--- src/rtl/chan_irq_pkg.sv ---
package chan_irq_pkg;
  typedef struct packed {
    logic act_high;
    logic edge_mode;
    logic enable;
  } src_cfg_t;

  localparam int unsigned CFG_W = $bits(src_cfg_t);
endpackage

--- src/rtl/line_sync.sv ---
module line_sync #(
  parameter int unsigned WIDTH  = 2,
  parameter int unsigned STAGES = 2
) (
  input  logic             clk_i,
  input  logic             rst_ni,
  input  logic [WIDTH-1:0] d_i,
  output logic [WIDTH-1:0] q_o
);
  logic [WIDTH-1:0] stg_q [STAGES];

  for (genvar s = 0; s < STAGES; s++) begin : g_stage
    if (s == 0) begin : g_first
      always_ff @(posedge clk_i or negedge rst_ni) begin
        if (!rst_ni) stg_q[s] <= '0;
        else         stg_q[s] <= d_i;
      end
    end else begin : g_next
      always_ff @(posedge clk_i or negedge rst_ni) begin
        if (!rst_ni) stg_q[s] <= '0;
        else         stg_q[s] <= stg_q[s-1];
      end
    end
  end

  assign q_o = stg_q[STAGES-1];
endmodule

--- src/rtl/src_detect.sv ---
module src_detect
  import chan_irq_pkg::*;
(
  input  logic     clk_i,
  input  logic     rst_ni,
  input  logic     sync_i,
  input  src_cfg_t cfg_i,
  input  logic     cfg_chg_i,
  input  logic     clr_i,
  output logic     status_o
);
  logic prev_q, status_q, status_d;
  logic lvl_act, edge_hit;

  assign lvl_act  = (sync_i == cfg_i.act_high);
  assign edge_hit = cfg_i.act_high ? (sync_i & ~prev_q) : (~sync_i & prev_q);

  always_comb begin
    if (cfg_chg_i)            status_d = 1'b0;
    else if (cfg_i.edge_mode) status_d = edge_hit | (status_q & ~clr_i);
    else                      status_d = lvl_act;
  end

  always_ff @(posedge clk_i or negedge rst_ni) begin
    if (!rst_ni) begin
      prev_q   <= 1'b0;
      status_q <= 1'b0;
    end else begin
      prev_q   <= sync_i;
      status_q <= status_d;
    end
  end

  assign status_o = status_q;

  a_r7_set_wins: assert property (@(posedge clk_i) disable iff (!rst_ni)
    (cfg_i.edge_mode && edge_hit && clr_i && !cfg_chg_i) |=> status_o);

  a_r9_cfg_change_clears: assert property (@(posedge clk_i) disable iff (!rst_ni)
    cfg_chg_i |=> !status_o);

  a_r3_level_tracks: assert property (@(posedge clk_i) disable iff (!rst_ni)
    (!cfg_i.edge_mode && !cfg_chg_i) |=>
      (status_o == ($past(sync_i) == $past(cfg_i.act_high))));

  a_r5_sticky: assert property (@(posedge clk_i) disable iff (!rst_ni)
    (cfg_i.edge_mode && status_o && !clr_i && !cfg_chg_i) |=> status_o);
endmodule

--- src/rtl/irq_merge.sv ---
module irq_merge #(
  parameter int unsigned N_SRC = 2
) (
  input  logic             clk_i,
  input  logic             rst_ni,
  input  logic [N_SRC-1:0] status_i,
  input  logic [N_SRC-1:0] enable_i,
  output logic             irq_o
);
  logic irq_q;

  always_ff @(posedge clk_i or negedge rst_ni) begin
    if (!rst_ni) irq_q <= 1'b0;
    else         irq_q <= |(status_i & enable_i);
  end

  assign irq_o = irq_q;

  a_r8_masked_quiet: assert property (@(posedge clk_i) disable iff (!rst_ni)
    !(|(status_i & enable_i)) |=> !irq_o);

  a_r10_enabled_raises: assert property (@(posedge clk_i) disable iff (!rst_ni)
    (|(status_i & enable_i)) |=> irq_o);
endmodule

--- src/rtl/chan_irq_gen.sv ---
module chan_irq_gen
  import chan_irq_pkg::*;
#(
  parameter int unsigned N_SRC       = 2,
  parameter int unsigned SYNC_STAGES = 2,
  localparam int unsigned WORD_W     = N_SRC * CFG_W
) (
  input  logic              clk_i,
  input  logic              rst_ni,
  input  logic [N_SRC-1:0]  gpio_i,
  input  logic              cfg_we_i,
  input  logic [WORD_W-1:0] cfg_wdata_i,
  input  logic [N_SRC-1:0]  clr_i,
  output logic [N_SRC-1:0]  status_o,
  output logic              irq_o
);
  logic [N_SRC-1:0] sync_q;
  logic [N_SRC-1:0] enable;
  src_cfg_t         cfg_q   [N_SRC];
  src_cfg_t         cfg_new [N_SRC];
  logic [N_SRC-1:0] cfg_chg;

  line_sync #(.WIDTH(N_SRC), .STAGES(SYNC_STAGES)) u_sync (
    .clk_i (clk_i),
    .rst_ni(rst_ni),
    .d_i   (gpio_i),
    .q_o   (sync_q)
  );

  for (genvar k = 0; k < N_SRC; k++) begin : g_src
    assign cfg_new[k] = src_cfg_t'(cfg_wdata_i[k*CFG_W +: CFG_W]);
    assign cfg_chg[k] = cfg_we_i &&
                        ((cfg_new[k].edge_mode != cfg_q[k].edge_mode) ||
                         (cfg_new[k].act_high  != cfg_q[k].act_high));
    assign enable[k]  = cfg_q[k].enable;

    always_ff @(posedge clk_i or negedge rst_ni) begin
      if (!rst_ni)       cfg_q[k] <= '0;
      else if (cfg_we_i) cfg_q[k] <= cfg_new[k];
    end

    src_detect u_det (
      .clk_i    (clk_i),
      .rst_ni   (rst_ni),
      .sync_i   (sync_q[k]),
      .cfg_i    (cfg_q[k]),
      .cfg_chg_i(cfg_chg[k]),
      .clr_i    (clr_i[k]),
      .status_o (status_o[k])
    );
  end

  irq_merge #(.N_SRC(N_SRC)) u_merge (
    .clk_i   (clk_i),
    .rst_ni  (rst_ni),
    .status_i(status_o),
    .enable_i(enable),
    .irq_o   (irq_o)
  );

  a_r1_reset_quiet: assert property (@(posedge clk_i)
    !rst_ni |=> (!irq_o || rst_ni));
endmodule

--- config.mk ---
export PLATFORM = sky130hd
export DESIGN_NAME = chan_irq_gen
export DESIGN_NICKNAME = d
export VERILOG_FILES = /design/src/rtl/chan_irq_pkg.sv /design/src/rtl/line_sync.sv /design/src/rtl/src_detect.sv /design/src/rtl/irq_merge.sv /design/src/rtl/chan_irq_gen.sv
export SDC_FILE = /design/constraint.sdc
export NUM_CORES = 1
export LEC_CHECK = 0
export BUFFER_PORTS_ARGS = -buffer_cell sky130_fd_sc_hd__buf_4
export CORE_AREA = 4 4 41 43
export DETAILED_ROUTE_END_ITERATION = 10
export DIE_AREA = 0 0 45 47
export HOLD_SLACK_MARGIN = 0.02
export PLACE_DENSITY = 0.72
export REMOVE_ABC_BUFFERS = 1
export SYNTH_ARGS = -nofsm -noshare
export SYNTH_HDL_FRONTEND = slang
export SYNTH_HIERARCHICAL = 1
export SYNTH_SLANG_ARGS = --single-unit
--- constraint.sdc ---
create_clock -name clk_i -period 2.6 [get_ports clk_i]
set_input_delay 0.52 -clock clk_i [delete_from_list [all_inputs] [get_ports clk_i]]
set_output_delay 0.52 -clock clk_i [all_outputs]
set_load 0.005 [all_outputs]
==> metrics.cfg <==
[timing]
rsz0062_at_grt = no
hold_viol_final = 0
setup_violations = 0
fmax_mhz = 740
tightest_slew_ps = 189
maxSlewHeadroom = 0.874
fin_crit_sh = 0.520
final.min_clock_period_ps = 1350
tns_ps = 0
drv_slew = 0
timing.final.ws_setup_ps = 1250
fin_skew_ps = 1.88

[place]
dp_worst_setup_slack_ps = 1450
placed_cell_area_um2 = 726
place.gp.congestion = 0.617
io_buffer_count = 15

[power_and_ir_drop]
p_leak_nw = 0.362
total_power_w = 0.000471
max-vdd-ir-drop_v = 0.000367
power_density_mw_per_mm2 = 627

[critical_path]
r2r.worst_path.cells = 3
cp.required_ps = 2080
path_delay_family = flip-flops
cp_cell_sequence = buf_4
path_max_fanout = 3
criticalPathCategory = reg -> out
cp_slowest_cell = dfrtp_1
cp-startpoint = g_src[0].u_det/status_o$_DFF_PN0_
end_kind = output pin
path_buf_inv = 1
r2r-end = g_src[1].u_det/status_o$_DFF_PN0_
reg2reg_slack_ps = 1650
cpPeakStageDelay_ps = 410
critPathLaunchType = flop
arrival_ps = 830
timing.rr.start = cfg_q[1]$_DFFE_PN0P_

[synthesis]
syn_area_um2 = 621
ys_ff_latch = 15
ys_seq_area_frac = 0.605
syn_inst = 45
synth_warnings = 6
async_reset_ff_frac = 1.00
synth-main-ff-cell = dfrtp_1
synth_cell_types = 14
syn_avg_cell_area_um2 = 13.8
synth_edf_count = 0

[clock_network]
ctsResizeCount = 0
clock-sinks = 15
worstSkewPairLatency_ps = 270
cts_made_buffers = 3
htreeDepth = 1
ctsLongestPathBuffers = 2
holdBufCountCts = 0
cts_setup_buffers = 0
ctsRootBufferMaster = clkbuf_4
clkTransAtPathRegs_ps = 80
tritoncts = built

[drt]
topRoutingLayerUsed = met4
viasPerCell = 4.91
wl_met1_um = 444
wl_met2_um = 483
drtIter0Drc = 2
drc_errors = 0
wl_met3_um = 67
via_count = 373
wl_mm = 1.02
routedWlPerCell_um = 13.4
antenna_left = 0
drt_pass1_iterations = 3

[global_route]
grt_pass1_vias = 384
grt_max_degree = 16
antenna_found_initial = 0
grt_usage = 0.122
grt_overflow_total = 0
grt_pass1_wl_mm = 1.75

[layout]
nets = 75
layout_common_cells = 15 x dfrtp_1, 15 x buf_4, 6 x mux2_4, 4 x xnor2_1, 3 x clkbuf_4
diodes = 0
final_util = 0.578
nFillCells = 113
fin_area_um2 = 752
drive_above_1_share = 0.393
area_growth_pct = 21.2

[floorplanning]
die_y_um = 47
die_x_um = 45
dieArea_mm2 = 0.00212
io_pins = 16
rows = 13
start_util = 0.477
core_area_mm2 = 0.00130

[run]
maxCapViolCount = 0

[worst_hold_path]
hold_path.class = in -> async

[run_status]
status = complete, no violations

## metrics by stage
stage,hold slack (ps),cells
final,79.0,76
after global routing,70.9,76
after CTS,75.9,76
after detailed placement,342,72
after global placement,334,72
after floorplan,224,42
## kinds of logic (layout without fill, tap and decap cells)
logic type / count (synthesis) / after routing / synth area share
AOI/OAI and AO/OA: 7 / 7 / 0.0746
xor gates and xnor gates: 4 / 4 / 0.0564
buffers and inverters: 5 / 21 / 0.0544
DFF: 15 / 15 / 0.605
muxes: 6 / 6 / 0.145
and+or+nand+nor: 8 / 8 / 0.0645
## worst register-to-register path: stages (launching register included)
cell	delay (ps)
dfrtp_1	440
xnor2_1	150
a21boi_0	180
a31oi_1	60
## power breakdown
group / internal [W] / leakage (nW) / switching, W
clock: 0.0000594 / 0.0150 / 0.0000689
sequential: 0.000254 / 0.179 / 0.0000170
combinational: 0.0000472 / 0.168 / 0.0000248
## synthesized netlist by cell type, types with 2 or more instances
cell | count | area, um2
a21boi_0 | 2 | 15.0
a31oi_1 | 2 | 12.5
buf_4 | 2 | 15.0
dfrtp_1 | 15 | 375
inv_1 | 2 | 7.51
mux2_4 | 6 | 90.1
nand2_1 | 2 | 7.51
nand3_1 | 2 | 10.0
nand3b_1 | 2 | 15.0
nor2_1 | 2 | 7.51
o21ai_1 | 2 | 10.0
xnor2_1 | 4 | 35.0
## area by class of cell
type,instances,area [um2],share of cell area
clock buffer,4,26.3,0.0349
sequential,15,375,0.499
multi-input combinational,25,211,0.281
tap,15,18.8,0.0250
timing repair buffer,15,113,0.150
inverter,2,7.51,0.00998
## sequential cells by signal, summed over array words and instances (netlist names)
| signal | count |
|---|---|
| cfg_q | 6 |
| g_src.u_det/prev_q | 2 |
| u_sync/stg_q | 2 |
| u_sync/q_o | 2 |
| u_merge/irq_o | 1 |
| g_src.u_det/status_o | 2 |
## how the worst max path moves through the flow
stage                                        endpoint  slack, ps  cells past startpoint
floorplan           g_src[0].u_det/status_o$_DFF_PN0_       1660                      3
global placement                 cfg_q[2]$_DFFE_PN0P_       1480                      2
detailed placement  g_src[0].u_det/status_o$_DFF_PN0_       1450                      4
CTS                                       status_o[0]       1230                      1
global route                              status_o[0]       1210                      1
finish                                    status_o[0]       1250                      1
## per-layer routing
layer | GRT usage | up-vias
met2 | 0.198 | 10
li1 | - | 183
met1 | 0.142 | 176
met4 | 0.0877 | 0
met5 | 0 | -
met3 | 0.0268 | 4
No activity file was read; power rests on OpenSTA's default activity.
